File: src/rtl/ncp_pkg.sv
package ncp_pkg;
  localparam int unsigned NDIR   = 4;
  localparam int unsigned DIRW   = 3;
  localparam int unsigned PREDW  = 3;
  localparam int unsigned METW   = 3;
  localparam logic [DIRW-1:0] DIR_LOCAL = 3'd4;
  localparam logic [PREDW-1:0] PRED_MAX = 3'd7;
endpackage

File: src/rtl/ncp_avail.sv
module ncp_avail
  import ncp_pkg::*;
#(
  parameter int unsigned CW      = 5,
  parameter int unsigned K_STRIDE = 4,
  localparam int unsigned AW     = CW + 1
) (
  input  logic [CW-1:0]    credit,
  input  logic [PREDW-1:0] nbr_pred,
  output logic [AW-1:0]    avail,
  output logic             congested
);
  localparam logic [AW-1:0] KLIM = AW'(K_STRIDE);

  always_comb begin
    avail     = AW'(credit) + AW'(nbr_pred);
    congested = (avail <= KLIM);
  end
endmodule

File: src/rtl/ncp_avoid.sv
module ncp_avoid
  import ncp_pkg::*;
#(
  parameter int unsigned NVC      = 4,
  parameter int unsigned DIR_ID   = 0,
  parameter int unsigned K_STRIDE = 4
) (
  input  logic [NVC-1:0]       vc_valid,
  input  logic [NVC*DIRW-1:0]  vc_dir,
  input  logic [NVC*DIRW-1:0]  vc_ndir,
  input  logic [NDIR*METW-1:0] region_metric,
  output logic [NVC-1:0]       mask
);
  localparam logic [METW-1:0] MTHR = METW'(K_STRIDE + 1);

  logic [NVC-1:0] sel;
  logic [NVC-1:0] busy;
  logic           all_busy;

  always_comb begin
    for (int v = 0; v < NVC; v++) begin
      logic [DIRW-1:0] nd;
      nd     = vc_ndir[v*DIRW +: DIRW];
      sel[v] = vc_valid[v] && (vc_dir[v*DIRW +: DIRW] == DIRW'(DIR_ID));
      if (nd < DIRW'(NDIR))
        busy[v] = (region_metric[nd[1:0]*METW +: METW] >= MTHR);
      else
        busy[v] = 1'b0;
    end
    all_busy = (|sel) && ((sel & ~busy) == '0);
    mask     = sel & busy & {NVC{~all_busy}};
  end
endmodule

File: src/rtl/ncp_depart_pred.sv
module ncp_depart_pred
  import ncp_pkg::*;
#(
  parameter int unsigned CW       = 5,
  parameter int unsigned K_STRIDE = 4,
  localparam int unsigned AW      = CW + 1
) (
  input  logic                 clk,
  input  logic                 rst_n,
  input  logic                 win_valid,
  input  logic [DIRW-1:0]      win_dir,
  input  logic [CW-1:0]        win_len,
  input  logic [NDIR*AW-1:0]   fwd_avail,
  output logic [PREDW-1:0]     pred_q
);
  localparam logic [AW-1:0] KLIM = AW'(K_STRIDE);

  logic [AW-1:0]    fcast;
  logic [AW-1:0]    m1;
  logic [AW-1:0]    m2;
  logic [PREDW-1:0] pred_d;
  logic             upd_en;

  always_comb begin
    if (win_dir < DIRW'(NDIR)) fcast = fwd_avail[win_dir[1:0]*AW +: AW];
    else                       fcast = KLIM;
    m1 = (fcast < KLIM) ? fcast : KLIM;
    m2 = (AW'(win_len) < m1) ? AW'(win_len) : m1;
    if (!win_valid)                  pred_d = '0;
    else if (m2 > AW'(PRED_MAX))     pred_d = PRED_MAX;
    else                             pred_d = m2[PREDW-1:0];
    upd_en = win_valid || (pred_q != '0);
  end

  always_ff @(posedge clk or negedge rst_n) begin
    if (!rst_n)      pred_q <= '0;
    else if (upd_en) pred_q <= pred_d;
  end
endmodule

File: src/rtl/ncp_congest_mask.sv
module ncp_congest_mask
  import ncp_pkg::*;
#(
  parameter int unsigned NVC       = 4,
  parameter int unsigned BUF_DEPTH = 16,
  parameter int unsigned K_STRIDE  = 4,
  localparam int unsigned CW       = $clog2(BUF_DEPTH + 1),
  localparam int unsigned AW       = CW + 1
) (
  input  logic                   clk,
  input  logic                   rst_n,
  input  logic [NDIR*CW-1:0]     credit_in,
  input  logic [NDIR*PREDW-1:0]  nbr_pred,
  input  logic [NDIR*NDIR*METW-1:0] metric_in,
  input  logic [NVC-1:0]         vc_valid,
  input  logic [NVC*DIRW-1:0]    vc_dir,
  input  logic [NVC*DIRW-1:0]    vc_ndir,
  output logic [NVC-1:0]         xfer_ok,
  input  logic                   win_valid,
  input  logic [DIRW-1:0]        win_dir,
  input  logic [CW-1:0]          win_len,
  input  logic [NDIR*AW-1:0]     fwd_avail,
  output logic [PREDW-1:0]       dep_pred
);
  logic [1:0]        rst_sync;
  logic              rst_n_int;
  logic [NDIR-1:0]   cong_vec;
  logic [NDIR*AW-1:0] avail_vec;
  logic [NVC-1:0]    mask_dir [NDIR];
  logic [NVC-1:0]    mask_all;
  logic [NVC-1:0]    cong_sel;

  always_ff @(posedge clk or negedge rst_n) begin
    if (!rst_n) rst_sync <= '0;
    else        rst_sync <= {rst_sync[0], 1'b1};
  end
  assign rst_n_int = rst_sync[1];

  for (genvar d = 0; d < NDIR; d++) begin : g_dir
    ncp_avail #(.CW(CW), .K_STRIDE(K_STRIDE)) u_avail (
      .credit    (credit_in[d*CW +: CW]),
      .nbr_pred  (nbr_pred[d*PREDW +: PREDW]),
      .avail     (avail_vec[d*AW +: AW]),
      .congested (cong_vec[d])
    );
    ncp_avoid #(.NVC(NVC), .DIR_ID(d), .K_STRIDE(K_STRIDE)) u_avoid (
      .vc_valid      (vc_valid),
      .vc_dir        (vc_dir),
      .vc_ndir       (vc_ndir),
      .region_metric (metric_in[d*NDIR*METW +: NDIR*METW]),
      .mask          (mask_dir[d])
    );
  end

  always_comb begin
    mask_all = '0;
    for (int d = 0; d < NDIR; d++) mask_all = mask_all | mask_dir[d];
    for (int v = 0; v < NVC; v++) begin
      logic [DIRW-1:0] cd;
      cd = vc_dir[v*DIRW +: DIRW];
      cong_sel[v] = (cd < DIRW'(NDIR)) ? cong_vec[cd[1:0]] : 1'b0;
    end
    xfer_ok = vc_valid & ~(cong_sel & mask_all);
  end

  ncp_depart_pred #(.CW(CW), .K_STRIDE(K_STRIDE)) u_pred (
    .clk       (clk),
    .rst_n     (rst_n_int),
    .win_valid (win_valid),
    .win_dir   (win_dir),
    .win_len   (win_len),
    .fwd_avail (fwd_avail),
    .pred_q    (dep_pred)
  );
endmodule

File: config.mk
export PLATFORM = sky130hd
export DESIGN_NAME = ncp_congest_mask
export DESIGN_NICKNAME = d
export VERILOG_FILES = /design/src/rtl/ncp_pkg.sv /design/src/rtl/ncp_avail.sv /design/src/rtl/ncp_avoid.sv /design/src/rtl/ncp_depart_pred.sv /design/src/rtl/ncp_congest_mask.sv
export SDC_FILE = /design/constraint.sdc
export NUM_CORES = 1
export LEC_CHECK = 0
export BUFFER_PORTS_ARGS = -buffer_cell sky130_fd_sc_hd__buf_2
export CAP_MARGIN = 40
export CORE_AREA = 8 8 108 70
export DETAILED_ROUTE_END_ITERATION = 8
export DIE_AREA = 0 0 116 78
export PLACE_DENSITY_LB_ADDON = 0.15
export SYNTH_ARGS = -nofsm -noshare
export SYNTH_HDL_FRONTEND = slang
export SYNTH_SLANG_ARGS = --single-unit
File: constraint.sdc
create_clock -name clk -period 2.25 [get_ports clk]
set_input_delay 0.3375 -clock clk [delete_from_list [all_inputs] [get_ports clk]]
set_output_delay 0.3375 -clock clk [all_outputs]
set_load 0.005 [all_outputs]
; Yosys cells after proc, flatten, opt, wreduce, memory -nomap -nowiden
; Index checks and enable logic that the tools add are counted.
[totals]
ff_bits = 5
elab_cells = 169
output_inout_bits = 7
in_bits = 143
[classes]
reduce_logical = 34
n_eq_ne = 12
n_lt_le_gt_ge = 36
n_bitwise = 26
n_addsub = 4
shifts = 17
mux = 33
n_mul = 5
[ops]
columns = op, count
row1 = $shiftx A12 B5 Y3, 16
row2 = $and A4 B4 Y4, 14
row3 = $ge A3 B3 Y1 const B, 16
row4 = $lt A3 B3 Y1 const B, 9
row5 = $add A5 B3 Y6, 4
row6 = $eq A3 B2 Y1 const B, 8
row7 = $le A6 B3 Y1 const B, 4
row8 = $mux W1, 24
row9 = $shiftx A24 B6 Y6, 1
row10 = $logic_and A1 B1 Y1, 20
row11 = $mul A2 B2 Y4 const B, 5
row12 = $not A4 Y4, 5
row13 = $mux W6, 3
row14 = $logic_not A4 Y1, 4
row15 = $reduce_or A4 Y1, 4
row16 = $eq A3 B1 Y1 const B, 4
row17 = $logic_not A3 Y1, 4
row18 = $lt A2 B3 Y1 const B, 4
row19 = $or A4 B4 Y4, 3
row20 = $bmux W1 S2, 4
row21 = $gt A6 B3 Y1 const B, 1
row22 = $lt A5 B6 Y1, 1
row23 = $lt A6 B3 Y1 const B, 1
row24 = $mux W3, 2
row25 = other kinds (3), 6

; Logic depth before layout (Yosys ltp)
; Gate-level depths: netlist of run 1.
[logic_depth]
word_depth = 16
mapped_depth = 10
depth_no_buf = 10

; By module
; A second synthesis of run 1 with hierarchy kept.
[hier_totals]
hier_cells = 254
area_unflattened_um2 = 2347.3
[modules_own_cells]
columns = module, cells_per_inst, seq_area_each_um2, instances, area_per_inst_um2
row1 = ncp_avoid (g_dir[1].u_avoid ...), 26, 0.0, 2, 257.7
row2 = ncp_avail (g_dir[1].u_avail ...), 22, 0.0, 3, 165.2
row3 = ncp_depart_pred, 43, 75.1, 1, 437.9
row4 = ncp_avoid (g_dir[0].u_avoid), 26, 0.0, 1, 261.5
row5 = ncp_avoid (g_dir[3].u_avoid), 26, 0.0, 1, 247.7
row6 = ncp_congest_mask, 19, 50.0, 1, 229.0
row7 = ncp_avail (g_dir[0].u_avail), 22, 0.0, 1, 160.2

; Worst setup path after synthesis of run 1
; Ideal clock, no wire load.
[synth_timing]
path_type = input to register
startpoint = input fwd_avail[23]
endpoint = register u_pred.pred_q[0]
n_path_buf = 0
slack_ns = -0.152
required_ns = 2.130
setup_time_ns = 0.120
t_arrival_ns = 2.282
stages = 9
cell_sequence = nor4_2 > a22oi_1 > a211oi_2 > nand2_1 > ha_1 > o2111ai_1 > o21ai_2 > or4_1 > and3_1
[synth_via]
elab_chain_cells = 9
[synth_lines]
columns = element, line
row1 = from (decl), ncp_congest_mask.sv:22  ; input logic [NDIR*AW-1:0] fwd_avail,
row2 = $shiftx A24 B6 Y6 *, ncp_depart_pred.sv:25  ; if (win_dir < DIRW'(NDIR)) fcast = fwd_avail[win_dir[1:0]*AW +: AW];
row3 = $mux W6 *, ncp_depart_pred.sv:25
row4 = $lt A6 B3 Y1, ncp_depart_pred.sv:27  ; m1 = (fcast < KLIM) ? fcast : KLIM;
row5 = $mux W6 *, ncp_depart_pred.sv:27
row6 = $lt A5 B6 Y1, ncp_depart_pred.sv:28  ; m2 = (AW'(win_len) < m1) ? AW'(win_len) : m1;
row7 = $mux W6 *, ncp_depart_pred.sv:28
row8 = $gt A6 B3 Y1, ncp_depart_pred.sv:30  ; else if (m2 > AW'(PRED_MAX)) pred_d = PRED_MAX;
row9 = $mux W3 *, ncp_depart_pred.sv:30
row10 = $mux W3 *, ncp_depart_pred.sv:29  ; if (!win_valid) pred_d = '0;
row11 = to (signal assigned), ncp_depart_pred.sv:37  ; else if (upd_en) pred_q <= pred_d;
row12 = to (decl), ncp_depart_pred.sv:14  ; output logic [PREDW-1:0] pred_q
; Mark *: on every way between the ends. The rest lies on a longest branch, timed or not.
; A chain may end at the register's enable or synchronous reset.

; Final worst setup path of run 1
[layout_timing]
startpoint = input nbr_pred[6]
endpoint = output xfer_ok[3]
[layout_via]
elab_chain_cells = 8
[layout_lines]
columns = element, line
row1 = from (decl), ncp_congest_mask.sv:13  ; input logic [NDIR*PREDW-1:0] nbr_pred,
row2 = $add A5 B3 Y6, ncp_avail.sv:16  ; avail = AW'(credit) + AW'(nbr_pred);
row3 = $le A6 B3 Y1, ncp_avail.sv:17  ; congested = (avail <= KLIM);
row4 = $bmux W1 S2, ncp_congest_mask.sv:61  ; cong_sel[v] = (cd < DIRW'(NDIR)) ? cong_vec[cd[1:0]] : 1'b0;
row5 = $mux W1 (not written as such), ncp_congest_mask.sv:61
row6 = $mux W1, ncp_congest_mask.sv:61
row7 = $and A4 B4 Y4, ncp_congest_mask.sv:63  ; xfer_ok = vc_valid & ~(cong_sel & mask_all);
row8 = $not A4 Y4, ncp_congest_mask.sv:63
row9 = $and A4 B4 Y4, ncp_congest_mask.sv:63
row10 = to (decl), ncp_congest_mask.sv:18  ; output logic [NVC-1:0] xfer_ok,
; No other way between the ends. The select of a mux whose other input is x is not followed.

==> reports/summary.log, run 1 <==
[setup_path] crit path launch nbr_pred[6]
[cells_and_area] final core utilization 64.44%
[clock_network] buffers from clock root to sink, at most 2
[placed_design] gp weighted congestion 0.9241
[timing] count of final max-slew check failures 0
[floorplan] Die ar. 9048 µm²
[route] Detail Route Antenna Nets 0
[floorplan] Die Height 78 µm
[timing] setup tns final -1.610 ns
[yosys] fraction of synthesized cell area taken by the top area cell type 12.22%
[power_and_ir_drop] relative contribution of combinational cells to total power 71.1%
[yosys] number of flip-flops and latches in the synthesized netlist 5
[route] via/cell ratio 5.303
[floorplan] ports placed on the boundary 150
[global_routing] global-route wire length before repair 14.18 mm
[yosys] distinct cell type count after synthesis 48
[timing] Final Hold Violating Endpoints 0
[timing] Tmin final 2.688 ns
[power_and_ir_drop] VDD IR max 0.1569 mV
[placed_design] Detail Placement HPWL 7.942 mm
[route] vias after detailed routing 2975
[global_routing] number of global-route vias before repair 3032
[timing] final worst clock skew 0.0009802 ns
[cells_and_area] area occupied by multi-input gates 2106 µm²
[global_routing] Remaining Overflow, GRT 0
[clock_network] TritonCTS buffer count 3
[power_and_ir_drop] portion of total power attributed to sequential cells 10.9%
[cells_and_area] most common library cell in the layout ignoring fill and taps buf_2
[power_and_ir_drop] total power divided by cell area 237.7 nW/µm²
[setup_path] CP Class in2out
[cells_and_area] share of post-route cells with drive strength above 1 62.89%
[route] Met1 Routed Length 3.991 mm
[route] length of routed met3 wiring 752 µm
[global_routing] number of antenna violations at the first check in global routing 0
[timing] hold slack final 0.03962 ns
[route] detailed-routed wire length on met2 4.335 mm
[placed_design] Cell Count Post-Placement 551
[cells_and_area] fill cell count 550
[clock_network] H-Tree Depth 1
[floorplan] width of the chip 116 µm
[clock_network] clock slew at reported path FFs 0.03 ns
[route] DRC violations left 0
[route] wire length per cell after detailed routing 16.26 µm
[floorplan] Initial Utilization 34.09%
[cells_and_area] synth-to-layout area growth 89.01%
[yosys] Ys Warns 0
[job] Max-cap violations 0
[setup_path] Critical Path Slowest Stage Cell fa_2
[yosys] share of async-settable or async-resettable flops after synthesis 100.0%
[timing] RSZ-0062 raised after global routing yes
[setup_path] Crit path top cell by count buf_2
[cells_and_area] number of standard cells in the final layout excluding fillers 561
[yosys] top cells by area in the synthesized netlist mux4_2 12%, ha_1 9.9%, dfrtp_1 6.2%, o21ai_0 5.7%, mux4_1 5.2%
[cells_and_area] Final #Nets 641
[route] top sig layer met4
[outcome] outcome complete, but fails checks
[setup_path] worst path cell trace buf_2, ha_4, inv_2, fa_2, a21oi_1, nor3_1, nand2_1, mux4_2, o31a_1, buf_2
[power_and_ir_drop] clock share of power 17.9%
[setup_path] type of origin of the critical path primary input
[clock_network] Skew-Pair Late Insertion Delay 0.22 ns
[worst_hold_path] worst hold-check path type reg2async
[timing] worst path setup slack after routing -0.4380 ns
[timing] maximum clock rate 372.0 MHz
[timing] count of endpoints failing setup in the final report 4
[floorplan] core region area 5946 µm²
[route] First DRT Iteration DRCs 169
[power_and_ir_drop] sw frac 36.79%
[cells_and_area] number of diodes 0
[setup_path] Setup crit end kind primary output
[timing] final period utilization 119.5%
[placed_design] quantity of I/O buffers inserted on ports 149
[yosys] number of enable-type register cells in the synthesized netlist 0
[yosys] post-synth design cell area 2027 µm²
[yosys] Synth Instances 246
[power_and_ir_drop] internal power summed over all cells 575.6 µW
[clock_network] root buffer selected by CTS clkbuf_8
[setup_path] Worst Path Arrival 2.35 ns
[yosys] Seq/Total Area, Yosys 6.173%
[global_routing] total routing usage reported by global routing 18.88%
[global_routing] maximum number of pins on one net before global-route repair 9
[yosys] library cell with the largest summed area after synthesis mux4_2
[cells_and_area] top library cells by usage in the layout, fill and taps aside 140 x buf_2, 75 x buf_4, 26 x nand2_1
[cells_and_area] register area 125.1 µm²
[setup_path] critical path fanouts, max 4
[outcome] violated checks negative setup slack
[floorplan] row count 22
[setup_path] maximum cell stage delay along the critical path 0.52 ns
[setup_path] required time reported for the critical path endpoint 1.91 ns
[power_and_ir_drop] reported net switching power 335.0 µW
[setup_path] source of the worst register-to-register timing path rst_sync[0]
[route] final WL 9.122 mm
[yosys] average size of a mapped cell 8.240 µm²
[clock_network] sinks on the clock net 5
[clock_network] TritonCTS clock tree yes
[yosys] Synth Flop Type dfrtp_1
[route] DRT Pass-1 Iters 4
[power_and_ir_drop] leakage power 0.001777 µW
==> stage by stage <==
stage | power [µW] | instance area [µm²] | setup WS [ns]
2_1_floorplan | 353.7 | 2122 | -0.09971
3_3_place_gp | 656.1 | 3498 | -0.4902
3_5_place_dp | 669.0 | 3498 | -0.5707
4_1_cts | 859.1 | 3618 | -0.4722
5_1_grt | 988.1 | 3831 | -0.5361
6_report | 910.6 | 3831 | -0.4380
==> cells in the mapped netlist, types with 6 or more instances <==
master,count
inv_1,21
ha_1,16
nor4_1,6
o21ai_0,23
a21oi_1,12
mux4_2,11
nor2_1,9
nor2b_1,6
nor3_1,13
nand2_1,28
a211oi_1,7
==> state kept, by name, summed over array words and instances, names as in the netlist <==
name and count:
rst_sync 2, u_pred.pred_q 3
==> worst max-delay path: cells and delay by family <==
kind / cells / cell delay [ns]
buffers and inverters: 3 / 0.25
AO/OA/AOI/OAI: 2 / 0.36
adder cells (fa/ha/maj): 2 / 0.64
multiplexers: 1 / 0.49
AND/OR/NAND/NOR: 2 / 0.26
==> final cells by class <==
type                    count  area share, %
clock buffers               4          1.176
repair buffers            225          35.79
flip-flops and latches      5          3.266
well taps                  84          2.743
inverters                  21          2.057
multi-input cells         222          54.96
==> worst paths after layout <==
| check | endpoint | slack [ns] | depth (start not counted) |
|---|---|---|---|
| max in group asynchronous | rst_sync[0] | 1.72 | 2 |
| min in group clk | rst_sync[1] | 0.34 | 0 |
| max reg2reg | rst_sync[1] | 1.79 | 0 |
| max | xfer_ok[3] | -0.44 | 10 |
| min reg2reg | u_pred.pred_q[1] | 0.04 | 0 |
| min | u_pred.pred_q[1] | 0.04 | 0 |
==> timing repair <==
action                                  4_1_cts  5_1_grt
hold buffers                                  1        0
resized for setup                            28       43
endpoints found under the setup margin        7        7
setup buffers                                 1        4
endpoints found under the hold margin         2        0
pin swaps                                    13        3
==> logic make-up after synthesis <==
family / count (synthesis) / synth area share, %
simple gates: 95 / 26.48
mux: 19 / 19.38
buf+inv: 21 / 3.889
flops: 5 / 6.173
fa+ha+maj: 20 / 13.83
other cells: 1 / 0.1850
xor+xnor: 4 / 1.728
compound gates: 81 / 28.33
==> metal layers <==
layer / GRT usage, % / vias to the layer above
li1: - / 1445
met1: 26.05 / 1380
met2: 30.86 / 146
met3: 2.705 / 4
met4: 2.960 / 0
met5: 0 / -
==> power by group through the flow <==
stage	Sequential, µW	Clock [µW]	Combinational (µW)
after CTS	99.6	167	592
after detailed placement	101	0	568
final	99.5	163	648
after global placement	101	0	555
after global routing	100	177	711
after floorplan	101	0	252
Note: power is estimated with default switching activity, not from simulation.
==> run 2, diff against run 1 <==
--- a/config.mk
+++ b/config.mk
@@ -7,10 +7,11 @@
 export LEC_CHECK = 0
 export BUFFER_PORTS_ARGS = -buffer_cell sky130_fd_sc_hd__buf_2
 export CAP_MARGIN = 40
-export CORE_AREA = 8 8 108 70
+export CORE_AREA = 8 8 115 75
 export DETAILED_ROUTE_END_ITERATION = 8
-export DIE_AREA = 0 0 116 78
+export DIE_AREA = 0 0 123 83
 export PLACE_DENSITY_LB_ADDON = 0.15
 export SYNTH_ARGS = -nofsm -noshare
 export SYNTH_HDL_FRONTEND = slang
+export SYNTH_HIERARCHICAL = 1
 export SYNTH_SLANG_ARGS = --single-unit
==> run 2 against run 1 <==
The flow still finishes with violations (negative setup slack). Clock-buffer cell count unchanged. Sequential power about the same. First-iteration DRC count down 20%. Critical endpoint unchanged. Largest cell class unchanged. Highest routed layer unchanged.
==> reports/summary.log, run 2 <==
[outcome] outcome complete, but fails checks
[outcome] violated checks negative setup slack
[power_and_ir_drop] clock share of power 27.1%
[clock_network] root buffer selected by CTS clkbuf_16
[setup_path] maximum cell stage delay along the critical path 0.47 ns
[floorplan] Die ar. 10210 µm²
[clock_network] sinks on the clock net 5
[clock_network] buffers from clock root to sink, at most 2
[yosys] post-synth design cell area 2203 µm²
[floorplan] Initial Utilization 31.63%
[timing] final worst clock skew 0.002098 ns
[cells_and_area] top register by number of flip-flops u_pred/pred_q
[yosys] Synth Instances 230
[timing] RSZ-0062 raised after global routing yes
[power_and_ir_drop] internal power summed over all cells 706.0 µW
[route] DRC violations left 0
[route] vias after detailed routing 2789
[floorplan] width of the chip 123 µm
[floorplan] Die Height 83 µm
[setup_path] Worst Path Arrival 2.14 ns
[cells_and_area] Final #Nets 577
[power_and_ir_drop] sw frac 32.93%
[cells_and_area] top library cells by usage in the layout, fill and taps aside 111 x buf_2, 38 x buf_6, 26 x buf_4
[timing] count of endpoints failing setup in the final report 4
[route] DRT Pass-1 Iters 4
[timing] hold slack final 0.04162 ns
[floorplan] row count 24
[route] First DRT Iteration DRCs 135
[placed_design] Area after DPL 3262 µm²
[cells_and_area] synth-to-layout area growth 80.69%
[power_and_ir_drop] VDD IR max 0.4785 mV
[route] via/cell ratio 5.534
[setup_path] cell count of the worst reg-to-reg path 0
[power_and_ir_drop] total power divided by cell area 264.4 nW/µm²
[floorplan] ports placed on the boundary 150
[clock_network] TritonCTS buffer count 3
[cells_and_area] number of diodes 0
[worst_hold_path] worst hold-check path type reg2async
[setup_path] Critical Path Slowest Stage Cell or4bb_4
[cells_and_area] cell area after layout 3981 µm²
[global_routing] Remaining Overflow, GRT 0
[setup_path] worst path cell trace buf_2, buf_4, or4bb_4, buf_4, or3_1, a31oi_1, nor4_1, nor2_1, a21boi_2, buf_2
[setup_path] CP Class in2out
[setup_path] critical path fanouts, max 4
[clock_network] clock slew at reported path FFs 0.03 ns
[timing] setup tns final -0.7842 ns
[global_routing] maximum number of pins on one net before global-route repair 13
[global_routing] total routing usage reported by global routing 15.40%
[cells_and_area] largest registers u_pred/pred_q x3, rst_sync x2
[setup_path] type of origin of the critical path primary input
[route] final WL 8.574 mm
[cells_and_area] final core utilization 57.15%
[power_and_ir_drop] reported net switching power 346.7 µW
[placed_design] gp weighted congestion 0.8854
[clock_network] Skew-Pair Late Insertion Delay 0.22 ns
[global_routing] number of antenna violations at the first check in global routing 0
[cells_and_area] number of standard cells in the final layout excluding fillers 504
[setup_path] Setup crit end kind primary output
[global_routing] global-route wire length before repair 13.43 mm
[cells_and_area] most common library cell in the layout ignoring fill and taps buf_2
[power_and_ir_drop] leakage power 0.001705 µW
[timing] worst path setup slack after routing -0.2238 ns
[clock_network] H-Tree Depth 1
[job] Max-cap violations 0
[floorplan] core region area 6967 µm²
[placed_design] Detail Placement HPWL 7.099 mm
[placed_design] quantity of I/O buffers inserted on ports 149
[global_routing] number of global-route vias before repair 2978
[setup_path] required time reported for the critical path endpoint 1.91 ns
[yosys] Ys Warns 6
[route] Detail Route Antenna Nets 0
[timing] count of final max-slew check failures 0
[clock_network] TritonCTS clock tree yes
[timing] Tmin final 2.474 ns
[power_and_ir_drop] portion of total power attributed to sequential cells 9.5%
[timing] maximum clock rate 404.2 MHz
[timing] Final Hold Violating Endpoints 0
[yosys] average size of a mapped cell 9.580 µm²
[cells_and_area] share of post-route cells with drive strength above 1 69.01%
[cells_and_area] max reg flops 3
[placed_design] Cell Count Post-Placement 496
[power_and_ir_drop] relative contribution of combinational cells to total power 63.4%
[timing] final period utilization 109.9%
[route] wire length per cell after detailed routing 17.01 µm
run 2: worst paths after layout:
path,from,to,slack [ns]
max in group asynchronous,rst_n,rst_sync[0],1.73
min reg2reg,rst_sync[1],u_pred/pred_q[1],0.04
max reg2reg,rst_sync[0],rst_sync[1],1.79
min,rst_sync[1],u_pred/pred_q[1],0.04
min in group clk,rst_sync[0],rst_sync[1],0.34
max,vc_dir[10],xfer_ok[3],-0.22
run 2: cell type report:
type | count | area (µm²)
Clock buffer | 4 | 78.83
Fill cell | 601 | 2985
Inverter | 20 | 75.07
Multi-Input combinational cell | 206 | 2385
Sequential cell | 5 | 125.1
Tap cell | 91 | 113.9
Timing Repair Buffer | 178 | 1204
run 2: timing repair:
item	in CTS	in global routing
endpoints found under the setup margin	5	7
buffers inserted	1	2
gates resized for setup	44	85
pin swaps	24	32
hold buffers	1	0
gates cloned	0	0
hold endpoints to repair	2	0
run 2: stage by stage:
stage	total power [µW]	setup WS, ns
2_1_floorplan	364.2	0.009631
3_3_place_gp	609.5	-0.3026
3_5_place_dp	620.7	-0.3500
4_1_cts	955.9	-0.2190
5_1_grt	1129	-0.2695
6_report	1053	-0.2238
run 2: worst max-delay path: cells and delay by family:
| family | cells | cell delay [ns] |
|---|---|---|
| and+or+nand+nor | 4 | 1.05 |
| buffers and inverters | 4 | 0.53 |
| AOI/OAI and AO/OA | 2 | 0.22 |
run 2: layer usage:
metal | vias up | part of all wire (%) | global-route usage, %
met5 | - | 0 | 0
li1 | 1332 | - | -
met4 | 0 | 0.86 | 1.850
met3 | 12 | 9.0 | 2.703
met2 | 119 | 52 | 27.00
met1 | 1326 | 38 | 19.67
run 2: power by group through the flow:
stage | clock network (µW) | logic (µW) | registers [µW]
6_report | 286 | 667 | 99.8
5_1_grt | 301 | 727 | 101
4_1_cts | 292 | 564 | 100
3_5_place_dp | 0 | 520 | 101
3_3_place_gp | 0 | 509 | 101
2_1_floorplan | 0 | 263 | 102
